<file path="src/rtl/mabort_pkg.sv">
package mabort_pkg;
   typedef enum logic {
      ADDR_SINGLE = 1'b0,
      ADDR_DUAL   = 1'b1
   } addr_kind_e;
endpackage

</file>
<file path="src/rtl/mabort_timer.sv">
module mabort_timer
   import mabort_pkg::*;
#(
   parameter int SAC_LIMIT = 6,
   parameter int DAC_LIMIT = 7,
   parameter int CNT_W     = 3
) (
   input  logic clk,
   input  logic rst_n,
   input  logic start_ok,
   input  logic dual,
   input  logic claim,
   output logic expire
);
   logic             busy_q;
   logic [CNT_W-1:0] cnt_q;
   addr_kind_e       kind_q;
   logic [CNT_W-1:0] lim;

   assign lim    = (kind_q == ADDR_DUAL) ? CNT_W'(DAC_LIMIT) : CNT_W'(SAC_LIMIT);
   assign expire = busy_q && !claim && (cnt_q == lim);

   always_ff @(posedge clk or negedge rst_n) begin
      if (!rst_n) begin
         busy_q <= 1'b0;
         cnt_q  <= '0;
         kind_q <= ADDR_SINGLE;
      end else if (start_ok) begin
         busy_q <= 1'b1;
         cnt_q  <= CNT_W'(1);
         kind_q <= dual ? ADDR_DUAL : ADDR_SINGLE;
      end else if (busy_q) begin
         if (claim || expire) begin
            busy_q <= 1'b0;
         end else begin
            cnt_q <= cnt_q + 1'b1;
         end
      end
   end
endmodule

</file>
<file path="src/rtl/mabort_halt.sv">
module mabort_halt (
   input  logic clk,
   input  logic rst_n,
   input  logic expire,
   input  logic clear,
   output logic abort_q,
   output logic halted_q
);
   always_ff @(posedge clk or negedge rst_n) begin
      if (!rst_n) begin
         abort_q  <= 1'b0;
         halted_q <= 1'b0;
      end else begin
         abort_q <= expire;
         if (expire) begin
            halted_q <= 1'b1;
         end else if (clear) begin
            halted_q <= 1'b0;
         end
      end
   end
endmodule

</file>
<file path="src/rtl/mabort_release.sv">
module mabort_release #(
   parameter int REL_DELAY = 1
) (
   input  logic clk,
   input  logic rst_n,
   input  logic abort,
   output logic rel
);
   generate
      if (REL_DELAY == 0) begin : g_direct
         assign rel = abort;
      end else begin : g_piped
         logic [REL_DELAY-1:0] pipe_q;
         always_ff @(posedge clk or negedge rst_n) begin
            if (!rst_n) begin
               pipe_q <= '0;
            end else begin
               pipe_q <= {pipe_q[REL_DELAY-1:0], abort} >> 0;
            end
         end
         assign rel = pipe_q[REL_DELAY-1];
      end
   endgenerate
endmodule

</file>
<file path="src/rtl/mabort_watch.sv">
module mabort_watch #(
   parameter int SAC_LIMIT = 6,
   parameter int DAC_LIMIT = 7,
   parameter int REL_DELAY = 1
) (
   input  logic clk,
   input  logic rst_n,
   input  logic start_i,
   input  logic claim_i,
   input  logic dual_i,
   input  logic clear_i,
   output logic abort_o,
   output logic release_o,
   output logic halted_o
);
   localparam int CNT_W = $clog2(DAC_LIMIT + 1);

   generate
      if (SAC_LIMIT < 1) begin : g_bad_sac
         $error("SAC_LIMIT must be at least 1");
      end
      if (DAC_LIMIT < SAC_LIMIT) begin : g_bad_dac
         $error("DAC_LIMIT must not be below SAC_LIMIT");
      end
      if (REL_DELAY < 0 || REL_DELAY > 8) begin : g_bad_rel
         $error("REL_DELAY must lie in 0..8");
      end
   endgenerate

   logic expire;
   logic start_ok;

   assign start_ok = start_i && !halted_o;

   mabort_timer #(
      .SAC_LIMIT(SAC_LIMIT),
      .DAC_LIMIT(DAC_LIMIT),
      .CNT_W    (CNT_W)
   ) u_timer (
      .clk     (clk),
      .rst_n   (rst_n),
      .start_ok(start_ok),
      .dual    (dual_i),
      .claim   (claim_i),
      .expire  (expire)
   );

   mabort_halt u_halt (
      .clk     (clk),
      .rst_n   (rst_n),
      .expire  (expire),
      .clear   (clear_i),
      .abort_q (abort_o),
      .halted_q(halted_o)
   );

   mabort_release #(
      .REL_DELAY(REL_DELAY)
   ) u_rel (
      .clk  (clk),
      .rst_n(rst_n),
      .abort(abort_o),
      .rel  (release_o)
   );
endmodule

</file>
<file path="config.mk">
export PLATFORM = sky130hd
export DESIGN_NAME = mabort_watch
export DESIGN_NICKNAME = d
export VERILOG_FILES = /design/src/rtl/mabort_pkg.sv /design/src/rtl/mabort_timer.sv /design/src/rtl/mabort_halt.sv /design/src/rtl/mabort_release.sv /design/src/rtl/mabort_watch.sv
export SDC_FILE = /design/constraint.sdc
export NUM_CORES = 1
export LEC_CHECK = 0
export BUFFER_PORTS_ARGS = -buffer_cell sky130_fd_sc_hd__buf_4
export CELL_PAD_IN_SITES_DETAIL_PLACEMENT = 1
export CELL_PAD_IN_SITES_GLOBAL_PLACEMENT = 1
export CORE_AREA = 2 2 39 41
export CTS_BUF_LIST = sky130_fd_sc_hd__clkbuf_2
export CTS_CLUSTER_SIZE = 20
export DETAILED_ROUTE_END_ITERATION = 16
export DIE_AREA = 0 0 41 43
export HOLD_SLACK_MARGIN = 0.02
export PLACE_DENSITY = 0.58
export SLEW_MARGIN = 10
export SYNTH_ARGS = -nofsm -noshare
export SYNTH_HDL_FRONTEND = slang
export SYNTH_HIERARCHICAL = 1
export SYNTH_SLANG_ARGS = --single-unit
</file>
<file path="constraint.sdc">
create_clock -name clk -period 1 [get_ports clk]
set_input_delay 0.3 -clock clk [delete_from_list [all_inputs] [get_ports clk]]
set_output_delay 0.3 -clock clk [all_outputs]
set_load 0.05 [all_outputs]
</file>
=== Word-level counts from Yosys, hierarchy flattened ===
Cells that the tools add are included.
Widths: inputs -> output; s select.

* Reductions and logical operators: 9
* $add $sub $neg: 1
* Equal/unequal tests: 2
* Multiplexer cells: 10

{| class="wikitable"
|+ Operators with widths
! kind !! number
|-
| $mux 3 || 3
|-
| $mux 1 || 7
|-
| $reduce_bool 2->1 || 2
|-
| $add 3x1->3 const B || 1
|-
| $eq 3x3->1 || 1
|-
| $logic_and 1x1->1 || 3
|-
| $logic_not 1->1 || 2
|-
| $ne 2x2->1 const B || 1
|-
| $reduce_and 2->1 || 1
|-
| $logic_or 1x1->1 || 1
|}

* Logic and storage cells: 28
* Input bits: 6
* Bits in registers: 8
* Output and inout bits: 3

=== Logic depth before layout (Yosys ltp) ===
Gate-level depths: netlist of run 1.

* Depth after elaboration: 7
* Mapped depth: 4
* Gate-level depth less buffers: 4

=== By module ===
Netlist of run 1, hierarchy kept.

{| class="wikitable"
|+ By module, submodules not included
! module !! cells an instance !! sequential area each (sq um) !! area each (sq um) !! times used
|-
| mabort_timer || 22 || 125.1 || 251.5 || 1
|-
| mabort_halt || 4 || 50.0 || 61.3 || 1
|-
| mabort_release || 1 || 25.0 || 25.0 || 1
|-
| mabort_watch || 1 || 0.0 || 13.8 || 1
|}

=== Worst setup path before layout of run 1 ===
OpenSTA, ideal clock, no wires.

* Kind: flip-flop to flip-flop
* Start: reg u_halt.halted_q
* End: reg u_timer.kind_q
* Cell stages (with the launch flop): 3
* Clock period less this slack: 1.232 ns
* Data required time: 0.872 ns
* Path slack: -0.232 ns
* Arrival time: 1.105 ns
* Buffers on the path: 0
* Library setup time: 0.128 ns
* Cells stage by stage: dfrtp_1 -> nor2b_4 -> mux2_1

* Word-level cells in the longest chain between the ends: 2

{| class="wikitable"
|+ Ends and longest elaborated chain
! what !! RTL line !! text
|-
| start, declared || mabort_halt.sv:7 || <nowiki>output logic halted_q</nowiki>
|-
| start signal, assigned || mabort_halt.sv:12 || <nowiki>halted_q <= 1'b0;</nowiki>
|-
| start signal, assigned || mabort_halt.sv:16 || <nowiki>halted_q <= 1'b1;</nowiki>
|-
| start signal, assigned || mabort_halt.sv:18 || <nowiki>halted_q <= 1'b0;</nowiki>
|-
| $logic_not 1->1 || mabort_watch.sv:33 || <nowiki>assign start_ok = start_i && !halted_o;</nowiki>
|-
| $logic_and 1x1->1 || mabort_watch.sv:33 ||
|-
| net start_ok || mabort_watch.sv:31 || <nowiki>logic start_ok;</nowiki>
|-
| end signal, assigned || mabort_timer.sv:31 || <nowiki>kind_q <= dual ? ADDR_DUAL : ADDR_SINGLE;</nowiki>
|-
| end, declared || mabort_timer.sv:17 || <nowiki>addr_kind_e kind_q;</nowiki>
|}

The timed path passes the listed nets, and every way through them passes these cells.
A chain may end at the register's enable or synchronous reset.

=== Final worst setup path of run 1 ===
* Start: reg u_timer.cnt_q[0]
* End: reg u_timer.cnt_q[2]

* Word-level cells in the longest chain between the ends: 5
* Elaborated cells on any way between the ends: 9
* Those cells by class: 1 x add/sub; 2 x eq/ne; 3 x mux; 3 x reduce/logical

{| class="wikitable"
|+ Ends and longest elaborated chain
! what !! RTL line !! text
|-
| start, declared || mabort_timer.sv:16 || <nowiki>logic [CNT_W-1:0] cnt_q;</nowiki>
|-
| start signal, assigned || mabort_timer.sv:36 || <nowiki>cnt_q <= cnt_q + 1'b1;</nowiki>
|-
| branches (longest 5 deep; another with $add 3x1->3) || - ||
|}

Parallel ways; which one is timed is not known. The select of a mux whose other input is x is not followed.

==> results of run 1 <==
-- cells by family after synthesis --
| family | Yosys count | share of synthesized area |
|---|---|---|
| and+or+nand+nor | 5 | 0.128 |
| AOI/OAI and AO/OA | 9 | 0.160 |
| buffers and inverters | 2 | 0.0214 |
| muxes | 2 | 0.0605 |
| DFF | 8 | 0.569 |
| xor gates and xnor gates | 1 | 0.0249 |
| adders and majority gates | 1 | 0.0356 |
-- how the worst min path moves through the flow --
stage | from | cells after the start | to
floorplan | rst_n | 0 | u_halt/abort_q
global placement | rst_n | 1 | u_timer/kind_q
detailed placement | rst_n | 1 | u_rel/rel
CTS | dual_i | 2 | u_timer/kind_q
global route | dual_i | 2 | u_timer/kind_q
finish | dual_i | 2 | u_timer/kind_q
-- sequential cells by signal, summed over array words and instances, names as in the netlist --
name and count:
u_halt/abort_q 1, u_halt/halted_q 1, u_rel/rel 1, u_timer/busy_q 1, u_timer/cnt_q 3, u_timer/kind_q 1
-- metrics by stage --
stage,std cells,hold WS [ns]
6_report,63,0.291
5_1_grt,63,0.294
4_1_cts,63,0.277
3_5_place_dp,54,0.125
3_3_place_gp,54,0.120
2_1_floorplan,28,0.00441
-- power groups by stage --
stage	combinational [uW]	clock (uW)	sequential (uW)
floorplan	52.0	0	365
global placement	99.5	0	362
detailed placement	103	0	364
CTS	129	244	362
global route	146	252	365
finish	130	232	363
-- what timing repair did --
item,in CTS,in global routing
hold buffers,1,0
resized for setup,7,1
setup buffers,4,0
hold endpoints to repair,8,0
endpoints found under the setup margin,9,10
pin swaps,1,2
-- worst register-to-register path: cells and delay by family (launching register included) --
family	cells	cell delay (ns)
DFF	1	0.46
AOI/OAI and AO/OA	2	0.23
and+or+nand+nor	1	0.18
adders and majority gates	1	0.17
-- cells in the mapped netlist --
cell / n
a21o_1: 1
mux2_1: 1
mux2i_1: 1
o21bai_1: 1
a31oi_1: 2
and3b_1: 1
o21ai_1: 1
ha_1: 1
nor2_1: 1
a31o_1: 1
inv_1: 2
nor2b_4: 1
xnor2_1: 1
nand2b_2: 1
dfrtp_1: 8
a21oi_1: 3
nand3_2: 1
-- routing by layer --
layer,global-route usage,vias up
met3,0.0314,2
met2,0.178,4
li1,-,136
met4,0.100,0
met5,0,-
met1,0.146,141
-- area by class of cell --
type | instances | area share
repair buffers | 15 | 0.236
multi-input cells | 18 | 0.309
well taps | 16 | 0.0364
inverters | 2 | 0.0136
clock buffers | 4 | 0.0364
flip-flops and latches | 8 | 0.368
==> results.py, run 1 <==
metrics = {
    "status": {
        "status": "finished, violations left",
        "violations": "setup timing",
    },
    "detailed_routing": {
        "route.met3.wl_um": 28,
        "drtIter0Drc": 1,
        "wl_met1_um": 374,
        "drtAntennaViolNets": 0,
        "maxUsedRoutingLayer": "met4",
        "vias": 283,
        "met2_length_um": 424,
        "avgViaCountPerCell": 4.49,
        "drc": 0,
        "wl_um": 834,
        "wl_per_cell_um": 13.2,
        "drtPass1Iterations": 2,
    },
    "yosys": {
        "ys_types": 17,
        "synth_top_area_share": 0.569,
        "syn_area_per_cell_um2": 12.6,
        "synthTopCellsByArea": "dfrtp_1 57%, a21oi_1 4.3%, nor2b_4 3.9%",
        "syn-cell-area_um2": 352,
        "ys_seq_area_frac": 0.569,
        "yosys.area.top_type": "dfrtp_1",
        "synth.net_count": 35,
        "yosys_warnings": 6,
        "ys_seq_elements": 8,
        "syn_inst": 28,
    },
    "global_routing": {
        "grt_pass1_wl_mm": 1.36,
        "antenna_found_initial": 0,
        "grt.total_usage": 0.124,
        "grt_pass1_vias": 323,
        "grt_max_degree": 9,
        "gr-total-overflow": 0,
    },
    "finish": {
        "diodes": 0,
        "synthToLayoutAreaGrowth_pct": 56.6,
        "final_util": 0.398,
        "fillerInstances": 154,
        "final_common_cell": "buf_4",
        "multi_input_area_um2": 170,
        "nNetsFinal": 55,
        "final_cell_mix": "10 x buf_4, 6 x dfrtp_1, 4 x clkbuf_2, 4 x buf_6, 3 x a21oi_1",
        "drive_gt1_frac": 0.574,
        "final_area_um2": 551,
        "seq_area_um2": 203,
    },
    "worst_setup_path": {
        "start_kind": "flip-flop",
        "reg2reg_to": "u_timer/cnt_q[2]",
        "crit_fanout": 3,
        "crit_family": "flip-flops",
        "path_cells": "ha_4 -> and3b_1 -> o21bai_1 -> a31oi_1",
        "cp.arrival_ns": 1.28,
        "crit_end": "u_timer/cnt_q[2]",
        "worst_ep_required_time_ns": 1.12,
        "crit_slowest_cell": "dfrtp_2",
        "worst-path-buf-inv": 0,
        "end_kind": "flip-flop",
        "startpoint": "u_timer/cnt_q[0]",
        "worst-path-stages": 4,
        "critPathKind": "reg -> reg",
        "rrSetupSlack_ns": -0.15,
        "r2r_cells": 4,
        "rr_startpoint": "u_timer/cnt_q[0]",
        "slowest_delay_ns": 0.46,
    },
    "pwr": {
        "p_clk_frac": 0.320,
        "power_uw": 725,
        "ir_drop_mv": 0.526,
        "power.leakage_uw": 0.000283,
        "p_int_uw": 525,
        "sw_frac_of_total": 0.275,
        "powerDensity_nw_per_um2": 1320,
        "power_frac_comb": 0.180,
        "switchingPower_uw": 199,
        "p_seq_frac": 0.500,
    },
    "clocking": {
        "h-tree-depth": 1,
        "cts_buffer_depth": 2,
        "cts.clk_slew.worst_paths_ns": 0.09,
        "numCtsBuffers": 3,
        "cts-root-buf": "clkbuf_2",
        "cts_tree": "done",
        "clock_latency_ns": 0.24,
        "cts_sinks": 8,
    },
    "floorplanning": {
        "ios": 9,
        "die_h_um": 43,
        "die_w_um": 41,
        "num_rows": 14,
        "die-area_um2": 1760,
        "core_um2": 1380,
        "initial_utilization": 0.254,
    },
    "timing": {
        "finClkSkew_ns": 0.00293,
        "finalSetupViolCount": 8,
        "fmax_ghz": 0.867,
        "min_period_over_period": 1.15,
        "slew_headroom": 0.889,
        "slew_viol_final": 0,
        "fin_ws_ns": -0.153,
        "period_needed_ns": 1.15,
        "rsz0062_at_grt": "true",
        "totalNegativeSetupSlack_ns": -0.772,
        "worst_pin_slew_ns": 0.162,
        "hold_viol_final": 0,
    },
    "placement": {
        "pre_cts_ws_ns": -0.0761,
        "portBuffers": 8,
        "dpl.hpwl_um": 540,
        "place.gp.congestion": 0.711,
        "dpl-instance-area_um2": 454,
    },
    "hold_path": {
        "hp-class": "in -> reg",
    },
    "flow_run": {
        "cap_viol_max_count": 0,
    },
}
(Power assumes the default switching activity.)
==> inputs of run 2 (changes only) <==
--- a/config.mk
+++ b/config.mk
@@ -14,9 +14,8 @@
 export DETAILED_ROUTE_END_ITERATION = 16
 export DIE_AREA = 0 0 41 43
 export HOLD_SLACK_MARGIN = 0.02
-export PLACE_DENSITY = 0.58
+export PLACE_DENSITY = 0.6
 export SLEW_MARGIN = 10
 export SYNTH_ARGS = -nofsm -noshare
 export SYNTH_HDL_FRONTEND = slang
-export SYNTH_HIERARCHICAL = 1
 export SYNTH_SLANG_ARGS = --single-unit
==> constraint.sdc (replaced) <==
create_clock -name clk -period 1 [get_ports clk]
set_input_delay 0.3 -clock clk [delete_from_list [all_inputs] [get_ports clk]]
set_output_delay 0.3 -clock clk [all_outputs]
set_load 0.02 [all_outputs]
==> run 2 against run 1 <==
  * The run still ends with setup timing left
  * Synthesized area up 2.1%
  * Wire length increased by 11%
  * Critical path depth is 1 lower
  * Total power is 2.9% higher
  * Final cell count up 9.5%
  * Largest power group unchanged
==> results.py, run 2 <==
metrics = {
    "yosys": {
        "synth_top_area_share": 0.557,
        "yosysMostFrequentCell": "dfrtp_1",
        "ys_seq_area_frac": 0.557,
        "yosys_warnings": 0,
        "synth.net_count": 38,
        "syn_inst": 31,
        "synthFlopType": "dfrtp_1",
        "synth_top_cells_by_count": "8 x dfrtp_1, 3 x nand2_1, 3 x nor2_1",
        "synth_async_sr_flop_share": 1.00,
        "syn_area_per_cell_um2": 11.6,
        "ys_types": 18,
        "synthTopCellsByArea": "dfrtp_1 56%, o32ai_2 4.5%, nor2b_4 3.8%",
        "yosys.area.top_type": "dfrtp_1",
        "ys_seq_elements": 8,
        "syn-cell-area_um2": 359,
        "synth-edff-count": 0,
    },
    "finish": {
        "max_flop_register": "u_timer.cnt_q",
        "final_common_cell": "buf_4",
        "fillerInstances": 162,
        "seq_area_um2": 204,
        "synthToLayoutAreaGrowth_pct": 70.4,
        "largest_reg_flops": 3,
        "final_cell_mix": "14 x buf_4, 5 x dfrtp_1, 4 x clkbuf_2",
        "final_util": 0.442,
        "drive_gt1_frac": 0.698,
        "nNetsFinal": 61,
        "diodes": 0,
        "multi_input_area_um2": 211,
    },
    "clocking": {
        "cts_tree": "done",
        "numCtsBuffers": 3,
        "cts_buffer_depth": 2,
        "cts.clk_slew.worst_paths_ns": 0.10,
        "cts_sinks": 8,
        "clock_latency_ns": 0.26,
        "h-tree-depth": 1,
        "cts-root-buf": "clkbuf_2",
    },
    "timing": {
        "rsz0062_at_grt": "true",
        "slew_viol_final": 0,
        "slew_headroom": 0.881,
        "min_period_over_period": 1.13,
        "finalSetupViolCount": 9,
        "hold_viol_final": 0,
        "period_needed_ns": 1.13,
        "fmax_ghz": 0.884,
        "finClkSkew_ns": 0.0246,
        "worst_pin_slew_ns": 0.178,
        "fin_ws_ns": -0.131,
    },
    "pwr": {
        "switchingPower_uw": 208,
        "powerDensity_nw_per_um2": 1220,
        "sw_frac_of_total": 0.279,
        "p_clk_frac": 0.310,
        "power_uw": 746,
        "power_frac_comb": 0.198,
        "p_seq_frac": 0.492,
        "ir_drop_mv": 0.577,
        "p_int_uw": 537,
        "power.leakage_uw": 0.000281,
    },
    "worst_setup_path": {
        "critPathKind": "reg -> reg",
        "reg2reg_to": "u_timer.busy_q",
        "start_kind": "flip-flop",
        "rrSetupSlack_ns": -0.13,
        "cp.arrival_ns": 1.26,
        "end_kind": "flip-flop",
        "r2r_cells": 3,
        "crit_fanout": 5,
        "worst_ep_required_time_ns": 1.13,
        "rr_startpoint": "u_timer.cnt_q[0]",
    },
    "floorplanning": {
        "die-area_um2": 1760,
        "ios": 9,
        "num_rows": 14,
        "die_w_um": 41,
        "die_h_um": 43,
        "core_um2": 1380,
        "initial_utilization": 0.259,
    },
    "detailed_routing": {
        "drtPass1Iterations": 2,
        "drtAntennaViolNets": 0,
        "vias": 318,
        "drtIter0Drc": 2,
        "wl_um": 927,
        "drc": 0,
        "wl_per_cell_um": 13.4,
        "avgViaCountPerCell": 4.61,
    },
    "global_routing": {
        "met1_usage": 0.142,
        "global_route.usage.met3": 0.0681,
        "use_met2": 0.206,
        "grt_max_degree": 9,
        "antenna_found_initial": 0,
        "grt_pass1_vias": 354,
        "gr-total-overflow": 0,
        "grt.busiest_layer": "met2",
        "grt.total_usage": 0.139,
        "grt_pass1_wl_mm": 1.48,
    },
    "hold_path": {
        "min_path_cells": 2,
        "hold_start": "clear_i",
        "min_to": "u_halt.halted_q",
        "hp-class": "in -> reg",
    },
    "placement": {
        "portBuffers": 8,
        "place.gp.congestion": 0.812,
    },
    "status": {
        "violations": "setup timing",
        "status": "finished, violations left",
    },
    "flow_run": {
        "cap_viol_max_count": 0,
    },
}
run 2: critical path, cell delays in order, from the launching register on:
cell	delay, ns
dfrtp_2	0.47
xnor2_2	0.16
nand3_2	0.16
a21o_1	0.21
run 2: final cells by class:
class / count / area share
multi-input cells: 21 / 0.346
flip-flops and latches: 8 / 0.333
repair buffers: 18 / 0.243
clock buffers: 4 / 0.0327
well taps: 16 / 0.0327
inverters: 2 / 0.0123
run 2: cells by family after synthesis:
group | share of synthesized area
AO/OA/AOI/OAI | 0.150
adder cells (fa/ha/maj) | 0.0348
AND/OR/NAND/NOR | 0.181
flip-flops | 0.557
XOR/XNOR | 0.0244
buffers and inverters | 0.0209
multiplexers | 0.0314
run 2: how the worst max path moves through the flow:
stage | depth (start not counted) | slack, ns | endpoint | from
finish | 3 | -0.13 | u_timer.busy_q | u_timer.cnt_q[0]
global route | 3 | -0.17 | u_timer.busy_q | u_timer.cnt_q[0]
CTS | 1 | -0.12 | halted_o | u_halt.halted_q
detailed placement | 3 | -0.09 | u_timer.busy_q | u_timer.cnt_q[0]
global placement | 3 | -0.05 | u_timer.busy_q | u_timer.kind_q
floorplan | 2 | -0.02 | u_timer.kind_q | u_halt.halted_q
run 2: repair_timing:
action | CTS | global route
hold buffers | 1 | 0
endpoints found under the setup margin | 8 | 10
buffers inserted | 3 | 1
gates resized for setup | 5 | 7
endpoints found under the hold margin | 8 | 0
pin swaps | 4 | 4
run 2: metal layers:
| layer | vias up | wire length [um] |
|---|---|---|
| met5 | - | 0 |
| met4 | 0 | 29 |
| met3 | 4 | 49 |
| met2 | 9 | 484 |
| met1 | 153 | 364 |
| li1 | 152 | - |
run 2: metrics by stage:
stage,instances,setup TNS (ns),setup WS (ns),hold slack (ns),area (um^2)
floorplan,31,-0.0261,-0.0242,0.00441,379
CTS,68,-0.820,-0.122,0.220,576
global placement,60,-0.168,-0.0484,0.124,497
finish,69,-0.764,-0.131,0.229,612
global route,69,-1.18,-0.174,0.220,612
detailed placement,60,-0.263,-0.0856,0.127,497
run 2: power groups by stage:
stage | clock network (uW) | registers [uW] | logic (uW)
global placement | 0 | 363 | 118
floorplan | 0 | 362 | 61.8
CTS | 238 | 361 | 135
finish | 232 | 367 | 148
detailed placement | 0 | 364 | 124
global route | 256 | 370 | 162
==> inputs of run 3 (changes only) <==
--- a/config.mk
+++ b/config.mk
@@ -15,6 +15,7 @@
 export DIE_AREA = 0 0 41 43
 export HOLD_SLACK_MARGIN = 0.02
 export PLACE_DENSITY = 0.6
+export RECOVER_POWER = 25
 export SLEW_MARGIN = 10
 export SYNTH_ARGS = -nofsm -noshare
 export SYNTH_HDL_FRONTEND = slang
==> run 3 against run 2 <==
  * The flow still finishes with violations (setup timing)
  * Largest cell class unchanged
  * Sequential share of layout area grew 0.21 points
  * Flip-flop and latch count is the same
  * Sequential power is essentially flat
==> results.py, run 3 (same netlist as run 2, synthesis figures left out) <==
metrics = {
    "placement": {
        "portBuffers": 8,
        "dpl-instance-area_um2": 497,
        "dp_cells": 60,
        "place.gp.congestion": 0.812,
    },
    "worst_setup_path": {
        "critPathKind": "reg -> reg",
        "worst-path-buf-inv": 0,
        "crit_slowest_cell": "dfrtp_2",
        "crit_fanout": 5,
        "slowest_delay_ns": 0.47,
        "r2r_cells": 3,
        "end_kind": "flip-flop",
        "worst_ep_required_time_ns": 1.13,
        "worst-path-stages": 3,
        "cp.arrival_ns": 1.26,
        "path_cells": "xnor2_2 -> nand3_2 -> a21o_1",
        "start_kind": "flip-flop",
        "crit_family": "flip-flops",
    },
    "pwr": {
        "powerDensity_nw_per_um2": 1220,
        "ir_drop_mv": 0.577,
        "power.leakage_uw": 0.000278,
    },
    "clocking": {
        "cts_sinks": 8,
        "cts_tree": "done",
        "numCtsBuffers": 3,
        "cts_buffer_depth": 2,
        "h-tree-depth": 1,
        "cts-root-buf": "clkbuf_2",
        "cts.clk_slew.worst_paths_ns": 0.10,
        "clock_latency_ns": 0.26,
    },
    "timing": {
        "finalSetupViolCount": 9,
        "finClkSkew_ns": 0.0246,
        "rsz0062_at_grt": "true",
        "min_period_over_period": 1.13,
        "holdWs_ns": 0.229,
        "fmax_ghz": 0.884,
        "slew_viol_final": 0,
        "hold_viol_final": 0,
        "fin_ws_ns": -0.131,
        "worst_pin_slew_ns": 0.451,
        "period_needed_ns": 1.13,
        "totalNegativeSetupSlack_ns": -0.764,
        "slew_headroom": 0.700,
    },
    "floorplanning": {
        "initial_utilization": 0.259,
        "core_um2": 1380,
        "die_w_um": 41,
        "num_rows": 14,
        "die_h_um": 43,
        "die-area_um2": 1760,
        "ios": 9,
    },
    "detailed_routing": {
        "wl_um": 922,
        "wl_per_cell_um": 13.4,
        "drtIter0Drc": 2,
        "drtPass1Iterations": 2,
        "drc": 0,
        "vias": 320,
        "drtAntennaViolNets": 0,
        "avgViaCountPerCell": 4.64,
    },
    "finish": {
        "max_flop_register": "u_timer.cnt_q",
        "final_common_cell": "buf_4",
        "diodes": 0,
        "synthToLayoutAreaGrowth_pct": 69.3,
        "fillerInstances": 162,
        "final_util": 0.439,
        "largest_reg_flops": 3,
        "final_area_um2": 608,
        "final_cell_mix": "13 x buf_4, 5 x dfrtp_1, 4 x clkbuf_2",
        "instances_no_fill": 69,
        "nNetsFinal": 61,
        "drive_gt1_frac": 0.679,
    },
    "hold_path": {
        "hp-class": "in -> reg",
        "min_path_cells": 2,
    },
    "global_routing": {
        "grt_pass1_vias": 354,
        "grt_pass1_wl_mm": 1.48,
        "antenna_found_initial": 0,
        "gr-total-overflow": 0,
        "grt.total_usage": 0.139,
        "grt_max_degree": 9,
    },
    "status": {
        "violations": "setup timing",
        "status": "finished, violations left",
    },
    "flow_run": {
        "cap_viol_max_count": 0,
    },
}
-- run 3: cell types whose count changed in the layout (fill, tap and decap cells not counted), sizes merged --
cell    delta
buf        -1
clkbuf     +1
-- run 3: where the power goes --
group          total (uW)  internal (uW)  leakage (uW)  switching (uW)
Clock                 232            106     0.0000166             125
Sequential            367            343     0.0000976            23.9
Combinational         146           86.9      0.000163            58.8
-- run 3: worst paths after layout --
check,slack [ns],from,to
setup / recovery,-0.13,u_timer.cnt_q[0],u_timer.busy_q
max in group asynchronous,0.16,rst_n,u_timer.cnt_q[1]
hold reg to reg,0.60,u_halt.halted_q,u_timer.cnt_q[0]
setup reg to reg,-0.13,u_timer.cnt_q[0],u_timer.busy_q
hold / removal,0.23,clear_i,u_halt.halted_q
min in group asynchronous,0.48,rst_n,u_timer.kind_q
-- run 3: what timing repair did --
action	4_1_cts	5_1_grt
setup buffers	3	1
pin swaps	4	4
endpoints found under the setup margin	8	10
hold buffers	1	0
resized for setup	5	7
hold endpoints to repair	8	0
-- run 3: final cells by class --
| cell class | instances | area (um^2) | share of cell area |
|---|---|---|---|
| Clock buffer | 4 | 20.0 | 0.0329 |
| Sequential cell | 8 | 204 | 0.335 |
| Tap cell | 16 | 20.0 | 0.0329 |
| Inverter | 2 | 7.51 | 0.0123 |
| Timing Repair Buffer | 18 | 145 | 0.239 |
| Multi-Input combinational cell | 21 | 211 | 0.348 |
-- run 3: worst register-to-register path: cells and delay by family, from the launching register on --
family / cells / cell delay, ns
xor+xnor: 1 / 0.16
compound gates: 1 / 0.21
simple gates: 1 / 0.16
flops: 1 / 0.47
-- run 3: stage by stage --
| step | power (uW) | setup slack (ns) |
|---|---|---|
| final | 744 | -0.131 |
| after global routing | 786 | -0.174 |
| after CTS | 734 | -0.122 |
| after detailed placement | 488 | -0.0856 |
| after global placement | 481 | -0.0484 |
| after floorplan | 423 | -0.0242 |
-- run 3: layer usage --
metal,GRT usage,wire (um)
met5,0,0
met4,0.100,29
met3,0.0681,45
met2,0.206,488
met1,0.142,359
